===== src/rtl/simd_nan_resolve.sv =====
module simd_nan_resolve (
  input  logic        clk,
  input  logic        rst_n,
  input  logic        in_valid,
  output logic        in_ready,
  input  logic        in_dp,
  input  logic        in_unary,
  input  logic [63:0] in_a,
  input  logic [63:0] in_b,
  input  logic        in_inv_mask,
  input  logic        in_inv_hint,
  input  logic [63:0] in_norm,
  input  logic [2:0]  in_post,
  output logic        out_valid,
  input  logic        out_ready,
  output logic [63:0] out_result,
  output logic        out_invalid,
  output logic        out_suppress,
  output logic [2:0]  out_post
);

  localparam logic [63:0] SP_QBIT = 64'h0000_0000_0040_0000;
  localparam logic [63:0] DP_QBIT = 64'h0008_0000_0000_0000;
  localparam logic [63:0] SP_DFLT = 64'h0000_0000_FFC0_0000;
  localparam logic [63:0] DP_DFLT = 64'hFFF8_0000_0000_0000;

  function automatic logic [63:0] fit(input logic [63:0] v, input logic dp);
    return dp ? v : {32'h0, v[31:0]};
  endfunction

  function automatic logic nan_of(input logic [63:0] v, input logic dp);
    if (dp) return (&v[62:52]) && (|v[51:0]);
    else    return (&v[30:23]) && (|v[22:0]);
  endfunction

  function automatic logic quiet_of(input logic [63:0] v, input logic dp);
    return dp ? v[51] : v[22];
  endfunction

  logic [63:0] a_w, b_w, qbit, dflt;
  logic        a_nan, b_nan, a_snan, b_snan, any_nan;
  logic        inv_w, sup_w;
  logic [63:0] pick_w, res_w;
  logic        take;

  assign a_w    = fit(in_a, in_dp);
  assign b_w    = fit(in_b, in_dp);
  assign qbit   = in_dp ? DP_QBIT : SP_QBIT;
  assign dflt   = in_dp ? DP_DFLT : SP_DFLT;

  assign a_nan  = nan_of(a_w, in_dp);
  assign b_nan  = !in_unary && nan_of(b_w, in_dp);
  assign a_snan = a_nan && !quiet_of(a_w, in_dp);
  assign b_snan = b_nan && !quiet_of(b_w, in_dp);
  assign any_nan = a_nan || b_nan;

  assign inv_w  = a_snan || b_snan || (!any_nan && in_inv_hint);
  assign sup_w  = inv_w && !in_inv_mask;

  always_comb begin
    if (a_nan)            pick_w = a_w | qbit;
    else if (b_nan)       pick_w = b_w | qbit;
    else if (in_inv_hint) pick_w = dflt;
    else                  pick_w = fit(in_norm, in_dp);
  end

  assign res_w    = sup_w ? 64'h0 : pick_w;
  assign in_ready = !out_valid || out_ready;
  assign take     = in_valid && in_ready;

  always_ff @(posedge clk) begin
    if (!rst_n) begin
      out_valid    <= 1'b0;
      out_result   <= 64'h0;
      out_invalid  <= 1'b0;
      out_suppress <= 1'b0;
      out_post     <= 3'b000;
    end else if (take) begin
      out_valid    <= 1'b1;
      out_result   <= res_w;
      out_invalid  <= inv_w;
      out_suppress <= sup_w;
      out_post     <= (inv_w || any_nan) ? 3'b000 : in_post;
    end else if (out_ready) begin
      out_valid    <= 1'b0;
    end
  end

endmodule



===== config.mk =====
export PLATFORM = sky130hd
export DESIGN_NAME = simd_nan_resolve
export DESIGN_NICKNAME = d
export VERILOG_FILES = /design/src/rtl/simd_nan_resolve.sv
export SDC_FILE = /design/constraint.sdc
export NUM_CORES = 1
export LEC_CHECK = 0
export CAP_MARGIN = 20
export CORE_UTILIZATION = 33
export DETAILED_ROUTE_END_ITERATION = 7
export PLACE_DENSITY = 0.79
export RECOVER_POWER = 25
export SETUP_SLACK_MARGIN = 0.1
export SLEW_MARGIN = 20
export SYNTH_ARGS = -nofsm -noshare
export SYNTH_HDL_FRONTEND = slang
export SYNTH_SLANG_ARGS = --single-unit

===== constraint.sdc =====
create_clock -name clk -period 2.3 [get_ports clk]
set_clock_uncertainty 0.15 [all_clocks]
set_input_delay 0.23 -clock clk [delete_from_list [all_inputs] [get_ports clk]]
set_output_delay 0.23 -clock clk [all_outputs]
set_load 0.03 [all_outputs]

* After elaboration in Yosys (flattened, before gate mapping) *
Cells that the tools add are included.

storage, ports and cells
  bits in read-only memories = 0
  input bits = 203
  memories kept = 0
  register bits = 70
  output and inout bits = 71
  latch bits = 0
  RAM bits = 0
  logic and storage cells = 53

operators by class
  equality and inequality tests = 0
  reduce and logical (&&, ||, !) cells = 30
  multipliers = 0
  multiplexer cells = 16
  add/sub/neg operators = 0
  shift operators = 0
  bitwise operators = 2
  div/mod/pow operators = 0
  $lt $le $gt $ge = 0

operators with widths
  kind                          count
  2-to-1 mux 64 bit             8
  bitwise OR 64 x 52 -> 64 bit  2
  OR reduction 52 bit           2
  2-to-1 mux 52 bit             1
  OR reduction 23 bit           2
  AND reduction 11 bit          2
  AND reduction 8 bit           2
  logical AND 1 bit             10
  logical NOT 1 bit             6
  2-to-1 mux 1 bit              6
  logical OR 1 bit              5
  2-to-1 mux 3 bit              1
  nonzero test 2 bit            1

* Longest topological paths before layout *
Gate-level depths: netlist of the first run.

  depth after elaboration = 11
  depth in mapped cells = 11
  mapped depth without buffers = 7

* Worst setup path after synthesis of the first run *
No wires, ideal clock.

  kind = input -> register
  start = input in_dp
  end = register out_result[21]
  stages on the path = 9
  path buffers = 3
  path slack = -0.224 ns
  setup time = 0.061 ns
  required time = 2.089 ns
  arrival = 2.313 ns
  cell sequence = buf_4 nand4_1 or3_1 buf_2 o31a_1 a211o_1 a211oi_4 buf_6 a32o_1

on the way
  cells in the longest elaborated chain, start to end = 11
  elaborated cells on any way between the ends = 26
  classes of those cells = mux (9); reduce/logical (17)

RTL lines
  element                                                      RTL line  RTL
  start, declared                                              6         input logic in_dp,
  2-to-1 mux 64 bit                                            28        return dp ? v : {32'h0, v[31:0]};
  OR reduction 52 bit or AND reduction 11 bit (tied branches)  32        if (dp) return (&v[62:52]) && (|v[51:0]);
  logical AND 1 bit                                            32
  2-to-1 mux 1 bit                                             32
  logical AND 1 bit                                            52        assign b_nan = !in_unary && nan_of(b_w, in_dp);
  logical OR 1 bit                                             55        assign any_nan = a_nan || b_nan;
  logical NOT 1 bit                                            57        assign inv_w = a_snan || b_snan || (!any_nan && in_inv_hint);
  logical AND 1 bit                                            57
  logical OR 1 bit                                             57
  logical AND 1 bit                                            58        assign sup_w = inv_w && !in_inv_mask;
  2-to-1 mux 64 bit *                                          67        assign res_w = sup_w ? 64'h0 : pick_w;
  end signal, assigned                                         80        out_result <= res_w;
  end, declared                                                16        output logic [63:0] out_result,

Mark *: on every way between the ends. The rest lies on a longest branch, timed or not.
A chain may end at the register's enable or synchronous reset.

* Worst setup path after layout of the first run *
  start = input in_b[31]
  end = register out_result[18]

on the way
  cells in the longest elaborated chain, start to end = 11
  elaborated cells on any way between the ends = 15
  classes of those cells = mux (5); reduce/logical (10)

RTL lines
  element                RTL line  RTL
  start, declared        9         input logic [63:0] in_b,
  2-to-1 mux 64 bit *    28
  OR reduction 52 bit *  32
  logical AND 1 bit *    32
  2-to-1 mux 1 bit *     32
  logical AND 1 bit *    52
  logical OR 1 bit       55
  logical NOT 1 bit      57
  logical AND 1 bit      57
  logical OR 1 bit       57
  logical AND 1 bit      58
  2-to-1 mux 64 bit *    67

Marks and branches as above.

==> reports/results.txt, run 1 <==
Num ports: 274
Crit path DAT: 2.71 ns
Area Growth Syn to Fin: 111%
Net count, final: 1133
Placed Instance Area: 0.00792 mm^2
CP Max Fanout: 5
Vias in the first global route: 6375
Most frequent cells after synthesis: 90 x nand2_1, 70 x dfxtp_1, 45 x a22o_1
Post-synth ARST share: 0
Area contributors post-synth: dfxtp_1 33%, a22o_1 9.3%, nand2_1 8.0%, o21ai_0 5.1%, a32oi_1 3.7%
Crit path setup slack, layout: -0.278 ns
Static leakage: 0.00351 uW
Hold buffers post-CTS: 0
DRT iter0 DRCs: 737
Final worst path period need: 2.58 ns
# port buffers: 273
Pwr Total: 3660 uW
Ys flop type: dfxtp_1
Global Route Usage Sum: 0.341
First-pass GRT wire length: 34.2 mm
Largest net degree at the start of global routing: 46
Period utilization: 1.12
Initial Utilization: 0.345
Worst skew pair latency: 0.34 ns
Final setup vio count: 64
Initial antenna violation count: 1
Final instance area: 0.00888 mm^2
Max IR drop VDD: 0.000336 V
Net Count, Synth: 741
Antenna Nets Post-Route: 0
DR vias: 6472
CTS HTree Levels: 3
Crit start category: input pin
Die height: 115 um
Pwr dens: 412 mW/mm^2
DR pass1 iterations: 5
Hpwl dp: 16.1 mm
EDFF count, synth: 0
Num CTS Buffers: 9
Reg2reg setup slack: 0.51 ns
Total gr overflow: 0
Fmax: 388 MHz
Fin. Hold Viols: 1
Hold_ws: -0.00466 ns
# clock sinks: 70
Post-Syn Area per Cell: 7.84 um^2
Seq/Total Area, Yosys: 0.332
Worst slew pin tran: 0.689 ns
Max clock buf depth: 2
Most frequent cell after synthesis: nand2_1
Avg WL per Cell: 21.5 um
Dpl ws: -0.900 ns
Warnings, synthesis: 0
CTS tree: done
Die ar.: 0.0132 mm^2
Root Buffer: clkbuf_16
Residual DRC count: 0
RSZ-0062 raised after global routing: yes
Crit end category: flop
#FFs+latches synth: 70
Routability cong.: 0.963
Die width: 115 um
Crit path kind: in2reg
Vias/cell: 5.87
Core Box Area: 0.0122 mm^2
Max-slew violation count: 0
Placement Rows: 40
Worst EP required: 2.43 ns
Failing checks: negative hold slack, negative setup slack
Hold Crit Class: in2reg
Post-synth cell types: 50
Mapped Cells: 538
Synthesized area: 0.00422 mm^2
Top cell type's share of synthesized area: 0.332
Routed WL: 23.6 mm
Cell taking the most area after synthesis: dfxtp_1
Rel. slew slack: 0.539
Worst-path clk slew: 0.05 ns
Status: complete, but fails checks
Share of layout cells above drive strength 1: 0.322
Maxcap violations: 0
## cell type report
type                            count  area [um^2]
Timing Repair Buffer              431         3850
Clock buffer                       13          270
Clock inverter                      1         5.00
Antenna cell                        1         2.50
Sequential cell                    70         1400
Multi-Input combinational cell    406         3100
Fill cell                         960         3330
Inverter                           12         45.0
Tap cell                          168          210
## report_power, final
group          total [uW]  switching, uW  internal, uW  leakage (uW)
registers            1290           26.6          1260      0.000570
clock network        1310            506           804      0.000138
logic                1060            510           555       0.00280
## per-layer routing
metal | part of all wire | track usage | vias to the layer above
met3 | 0.080 | 0.0611 | 100
li1 | - | - | 2874
met5 | 0 | 0 | -
met2 | 0.49 | 0.582 | 416
met4 | 0.050 | 0.168 | 0
met1 | 0.38 | 0.411 | 3082
## critical path, cell delays in order
cell and delay (ns):
clkdlybuf4s15_2 0.22, nor4_4 0.18, nand4_1 0.21, buf_4 0.20, o311ai_4 0.27, o221ai_4 0.17, a211o_1 0.36, a211oi_4 0.31
buf_6 0.17, buf_6 0.10, buf_12 0.11, a32o_1 0.16
## worst paths after layout
kind	start	depth (start not counted)	endpoint
worst max register to register	out_valid	7	out_result[43]
worst min-delay path	in_b[40]	3	out_result[40]
worst min register to register	out_result[52]	2	out_result[52]
worst max-delay path	in_b[31]	12	out_result[18]
## per-stage QoR
step	hold WS (ns)	cells	util	TNS [ns]
floorplan	0.209	538	-	-1.95
global placement	0.283	1041	0.649	-46.56
detailed placement	0.290	1041	0.649	-56.89
CTS	0.0481	1092	0.716	0
global route	0.0201	1102	0.727	-13.74
finish	-0.00466	1102	0.727	-9.63
## kinds of logic (layout without fill, tap and decap cells)
group	after synthesis	count (layout)	synth area share
other cells	0	1	0
flops	70	70	0.332
simple gates	193	193	0.234
buf+inv	62	457	0.0644
compound gates	210	210	0.362
mux	3	3	0.00742
## placed cells by master (no fill, tap or decap), drive strengths merged, types with 12 or more instances in the layout
master	count
clkdlybuf4s50	129
a32oi	18
inv	12
dfxtp	70
nand4	12
clkdlybuf4s15	23
dlygate4sd3	18
nor3	12
nor4b	16
a22oi	19
buf	196
a22o	45
a21oi	25
dlygate4sd2	46
clkbuf	32
o21ai	44
nand2	90
nor4	26
## what timing repair did
action / 4_1_cts / 5_1_grt
buffers inserted: 32 / 11
cloned: 5 / 0
pin swaps: 51 / 44
setup endpoints to repair: 69 / 67
resized for setup: 345 / 84
## flip-flops by register name, indices dropped and copies added (netlist names)
signal,flops
out_result,64
out_suppress,1
out_invalid,1
out_valid,1
out_post,3
Power figures use the tool's default switching activity.
==> inputs of run 2 (changes only) <==
--- a/config.mk
+++ b/config.mk
@@ -6,11 +6,13 @@
 export NUM_CORES = 1
 export LEC_CHECK = 0
 export CAP_MARGIN = 20
-export CORE_UTILIZATION = 33
+export CORE_UTILIZATION = 34
+export CTS_BUF_LIST = sky130_fd_sc_hd__clkbuf_4
 export DETAILED_ROUTE_END_ITERATION = 7
-export PLACE_DENSITY = 0.79
+export PLACE_DENSITY = 0.81
 export RECOVER_POWER = 25
 export SETUP_SLACK_MARGIN = 0.1
+export SKIP_LAST_GASP = 1
 export SLEW_MARGIN = 20
 export SYNTH_ARGS = -nofsm -noshare
 export SYNTH_HDL_FRONTEND = slang
==> run 2 against run 1 <==
  * The run ends with negative setup slack left
  * Sequential power is essentially flat
  * Non-clock buffer count decreased by 10
  * Power is 14% lower
  * Die area fell by 2.9%
  * Hold slack better by 0.0093 ns
  * Fmax grew 9.4%
  * Via count down 1.5%
  * Register-to-register slack lost 0.04 ns
  * Wire length decreased by 5.4%
  * Flip-flop and latch count unchanged
  * Core utilization grew 0.69 points
  * Critical path type unchanged
==> reports/results.txt, run 2 (synthesis results as in run 1) <==
Total gr overflow: 0
Net count, final: 1123
RSZ-0062 raised after global routing: yes
Most frequent cells in the layout: 114 x clkdlybuf4s50_1, 106 x buf_4, 87 x nand2_1
Max clock buf depth: 2
Num CTS Buffers: 9
Pwr dens: 356 mW/mm^2
Hpwl dp: 15.5 mm
R2R Path End: out_result[32]
Crit end category: flop
Root Buffer: clkbuf_4
Fin. Hold Viols: 0
Global Route Usage Sum: 0.330
Avg WL per Cell: 20.5 um
DR pass1 iterations: 5
Die ar.: 0.0128 mm^2
Register area: 0.00140 mm^2
Max-slew violation count: 0
Maxcap violations: 0
Crit start category: input pin
Crit path cell chain: buf_8 > nor4_4 > buf_4 > nand4_1 > o2bb2ai_4 > o221ai_2 > a211o_1 > a211oi_4 > buf_6 > buf_6 > buf_16 > a32o_1
CP Max Fanout: 4
Initial Utilization: 0.349
Die width: 113 um
Placed Instance Area: 0.00783 mm^2
Most common cell after layout, fill and taps aside: clkdlybuf4s50_1
Worst skew pair latency: 0.41 ns
Status: complete, but fails checks
Hold Crit Class: in2reg
Reg2reg setup slack: 0.47 ns
Worst hold stages: 4
Period utilization: 1.02
Worst-path clk slew: 0.11 ns
# diodes: 0
Worst EP required: 2.52 ns
DR vias: 6375
Antenna Nets Post-Route: 0
Worst slew pin tran: 0.597 ns
Max reg flops: 64
Crit path kind: in2reg
Most used cell, CP: buf_6
Initial antenna violation count: 0
# port buffers: 273
Share of layout cells above drive strength 1: 0.306
CTS HTree Levels: 3
Hold Crit Start: in_a[1]
Failing checks: negative setup slack
Slowest library cell on the worst path: nor4_4
Static leakage: 0.00352 uW
Critical R2R Launch: out_valid
DRT iter0 DRCs: 550
Buf+Inv Stages, Crit Path: 5
Die height: 113 um
Vias in the first global route: 6281
Dpl ws: -0.909 ns
Core Box Area: 0.0121 mm^2
Routed WL: 22.4 mm
Footprint of the multi-input gates: 0.00316 mm^2
Fmax: 424 MHz
Fill cell count: 894
Rel. slew slack: 0.598
WP depth: 12
Largest net degree at the start of global routing: 39
# clock sinks: 70
Final setup vio count: 4
First-pass GRT wire length: 33.0 mm
Top delay family on crit path: compound AO/OA/AOI/OAI gates
Regs by FF count: out_result (64), out_post (3)
Area Growth Syn to Fin: 110%
Final worst path period need: 2.36 ns
Crit path largest cell delay: 0.34 ns
Biggest register: out_result
Max IR drop VDD: 0.000205 V
Crit path setup slack, layout: -0.0557 ns
Final instance area: 0.00885 mm^2
Vias/cell: 5.84
Residual DRC count: 0
Placement Rows: 40
Crit path DAT: 2.57 ns
Worst hold endpoint: out_result[1]
Num ports: 274
CTS tree: done
Routability cong.: 0.963
Reg2reg path depth: 6
==> run 2: cell count changes in the layout (fill, tap and decap cells not counted), moves of 5 or more <==
cell,previous run,this run
clkbuf_16,9,1
dlygate4sd2_1,46,57
clkdlybuf4s50_1,129,114
dlygate4sd3_1,18,37
clkbuf_2,19,7
o21ai_0,34,27
buf_6,26,31
clkbuf_4,0,10
buf_4,130,106
==> run 2: what timing repair did <==
item                                   CTS  global route
gates resized for setup                340           103
cloned                                   4             3
setup buffers                           26            12
endpoints found under the hold margin    4             1
pin swaps                               29            50
hold buffers                             4             1
setup endpoints to repair               69            67
==> run 2: worst max path at each step <==
stage             start        endpoint
3_5_place_dp      in_dp  out_result[57]
6_report       in_a[22]  out_result[18]
4_1_cts        in_b[30]  out_result[21]
2_1_floorplan     in_dp  out_result[21]
3_3_place_gp    in_a[0]  out_result[21]
5_1_grt        in_a[18]  out_result[18]
==> run 2: area by class of cell <==
| class | count | share of cell area |
|---|---|---|
| clock inverters | 5 | 0.00580 |
| clock buffers | 10 | 0.00848 |
| multi-input cells | 406 | 0.357 |
| well taps | 168 | 0.0237 |
| flip-flops and latches | 70 | 0.158 |
| inverters | 12 | 0.00509 |
| repair buffers | 421 | 0.441 |
==> run 2: metal layers <==
metal | part of all wire | global-route usage
met1 | 0.39 | 0.387
met2 | 0.49 | 0.582
met3 | 0.072 | 0.0584
met4 | 0.047 | 0.161
met5 | 0 | 0
==> run 2: through the flow <==
| stage | total power (uW) | instances | hold slack [ns] | util | TNS [ns] |
|---|---|---|---|---|---|
| CTS | 3080 | 1078 | 0.0251 | 0.709 | 0 |
| global placement | 2260 | 1029 | 0.284 | 0.649 | -50.52 |
| floorplan | 1630 | 538 | 0.209 | - | -1.95 |
| detailed placement | 2280 | 1029 | 0.292 | 0.649 | -57.74 |
| global route | 3250 | 1092 | 0.0526 | 0.734 | -1.08 |
| finish | 3150 | 1092 | 0.00460 | 0.734 | -0.200 |
==> run 2: power breakdown <==
group / leakage [uW] / internal (uW) / total (uW) / switching, uW
clock: 0.0000697 / 331 / 797 / 466
sequential: 0.000570 / 1260 / 1290 / 27.3
combinational: 0.00288 / 559 / 1070 / 507
total: 0.00352 / 2150 / 3150 / 1000
==> run 2: worst register-to-register path: stages, from the launching register on <==
cell and delay (ns):
dfxtp_1 0.33, nand2b_1 0.13, nand2_1 0.28, buf_12 0.27, a22o_1 0.24, a32oi_1 0.22, a22oi_2 0.10
==> inputs of run 3 (changes only) <==
--- a/config.mk
+++ b/config.mk
@@ -6,12 +6,13 @@
 export NUM_CORES = 1
 export LEC_CHECK = 0
 export CAP_MARGIN = 20
+export CORE_MARGIN = 5
 export CORE_UTILIZATION = 34
 export CTS_BUF_LIST = sky130_fd_sc_hd__clkbuf_4
 export DETAILED_ROUTE_END_ITERATION = 7
 export PLACE_DENSITY = 0.81
 export RECOVER_POWER = 25
-export SETUP_SLACK_MARGIN = 0.1
+export SETUP_SLACK_MARGIN = 0.3
 export SKIP_LAST_GASP = 1
 export SLEW_MARGIN = 20
 export SYNTH_ARGS = -nofsm -noshare
==> run 3 against run 2 <==
  * The run ends with negative hold slack, negative setup slack left
  * Fmax decreased by 1.3%
  * Hold slack lost 0.0087 ns
  * Cell count down 1.1%
  * Critical path type unchanged
  * Largest power group unchanged
==> reports/results.txt, run 3 (synthesis results as in run 1) <==
Max IR drop VDD: 0.000190 V
Crit path kind: in2reg
Crit path cell chain: clkdlybuf4s15_1 > nor4_2 > nand4_1 > buf_4 > nor4_4 > buf_4 > buf_4 > o31ai_4 > buf_6 > a211oi_1 > a21oi_1 > o41ai_2
Num ports: 274
Vias in the first global route: 6398
Maxcap violations: 0
Die width: 121 um
Hold Crit Start: in_b[33]
Hpwl dp: 16.3 mm
Core Box Area: 0.0121 mm^2
Routed WL: 24.9 mm
CTS HTree Levels: 3
Max-slew violation count: 0
Worst slew pin tran: 0.635 ns
Fin. Hold Viols: 1
Failing checks: negative hold slack, negative setup slack
Crit start category: input pin
Largest net degree at the start of global routing: 39
Crit path largest cell delay: 0.36 ns
Crit end category: flop
Die ar.: 0.0147 mm^2
Residual DRC count: 0
Worst skew pair latency: 0.45 ns
Area Growth Syn to Fin: 113%
Slowest library cell on the worst path: o41ai_2
Final setup vio count: 38
Share of layout cells above drive strength 1: 0.305
Final instance area: 0.00898 mm^2
Total gr overflow: 0
CP Max Fanout: 8
Pwr Total: 3420 uW
Fmax: 419 MHz
Period utilization: 1.04
Antenna Nets Post-Route: 0
DR vias: 6488
Max reg flops: 64
# port buffers: 273
Rel. slew slack: 0.575
Initial antenna violation count: 0
Most frequent cells in the layout: 149 x clkdlybuf4s50_1, 90 x buf_4, 86 x nand2_1
Utilization after layout: 0.744
Placed Instance Area: 0.00778 mm^2
Final worst path period need: 2.39 ns
Static leakage: 0.00346 uW
CTS tree: done
Initial Utilization: 0.349
Die height: 121 um
Biggest register: out_result
Worst-path clk slew: 0.12 ns
Max clock buf depth: 2
Vias/cell: 6.01
First-pass GRT wire length: 34.3 mm
Routability cong.: 0.964
Most common cell after layout, fill and taps aside: clkdlybuf4s50_1
Hold Crit Class: in2reg
# clock sinks: 70
Net count, final: 1108
Crit path DAT: 2.59 ns
Placement Rows: 40
Pwr dens: 381 mW/mm^2
Worst EP required: 2.50 ns
Hold_ws: -0.00414 ns
Root Buffer: clkbuf_4
Dpl ws: -0.872 ns
RSZ-0062 raised after global routing: yes
DRT iter0 DRCs: 648
Global Route Usage Sum: 0.293
DR pass1 iterations: 7
Critical R2R Launch: out_valid
Crit path setup slack, layout: -0.0859 ns
Reg2reg setup slack: 0.48 ns
Avg WL per Cell: 23.1 um
CP Launch Point: in_a[42]
Regs by FF count: out_result (64), out_post (3)
Most used cell, CP: buf_4
Fill cell count: 834
Status: complete, but fails checks
Num CTS Buffers: 9
[run 3: changes by cell type in the layout (fill, tap and decap cells not counted), sizes merged]
cell,change
buf,-37
clkdlybuf4s50,+35
dlygate4sd3,-33
clkbuf,+17
clkdlybuf4s15,-6
dlymetal6s2s,+6
bufinv,+2
diode,+2
dlygate4sd2,+2
[run 3: per-stage QoR]
stage               TNS (ns)  instances
CTS                        0       1058
floorplan              -1.99        538
finish                 -1.38       1080
detailed placement    -55.35       1010
global placement      -51.43       1010
global route           -5.23       1078
[run 3: worst paths after layout]
| kind | to | cells after the start |
|---|---|---|
| worst min register to register | out_post[0] | 2 |
| worst max register to register | out_result[33] | 6 |
| worst min-delay path | out_result[33] | 3 |
| worst max-delay path | out_result[63] | 12 |
[run 3: cell type report]
class / count / area [um^2] / area share
Tap cell: 168 / 210 / 0.0234
Sequential cell: 70 / 1400 / 0.156
Clock inverter: 7 / 113 / 0.0125
Clock buffer: 9 / 67.6 / 0.00753
Antenna cell: 2 / 5.00 / 0.000558
Timing Repair Buffer: 406 / 3920 / 0.437
Inverter: 12 / 45.0 / 0.00502
Multi-Input combinational cell: 406 / 3210 / 0.358
[run 3: report_power, final]
group	switching, uW	internal [uW]	leakage, uW
clock network	494	544	0.0000957
registers	29.3	1260	0.000570
logic	524	575	0.00279
total	1050	2380	0.00346
[run 3: timing repair]
| action | 4_1_cts | 5_1_grt |
|---|---|---|
| resized for setup | 280 | 106 |
| setup endpoints to repair | 69 | 68 |
| pin swaps | 72 | 52 |
| cloned | 5 | 5 |
| hold buffers | 1 | 3 |
| setup buffers | 26 | 12 |
| endpoints found under the hold margin | 1 | 3 |
[run 3: per-layer routing]
layer | track usage | share of wire
met4 | 0.125 | 0.047
met1 | 0.336 | 0.36
met2 | 0.526 | 0.50
met3 | 0.0597 | 0.091
met5 | 0 | 0
[run 3: critical path, delay by kind of cell]
family	cells	cell delay, ns
AND/OR/NAND/NOR	3	0.63
buffers and inverters	5	0.85
AO/OA/AOI/OAI	4	0.87
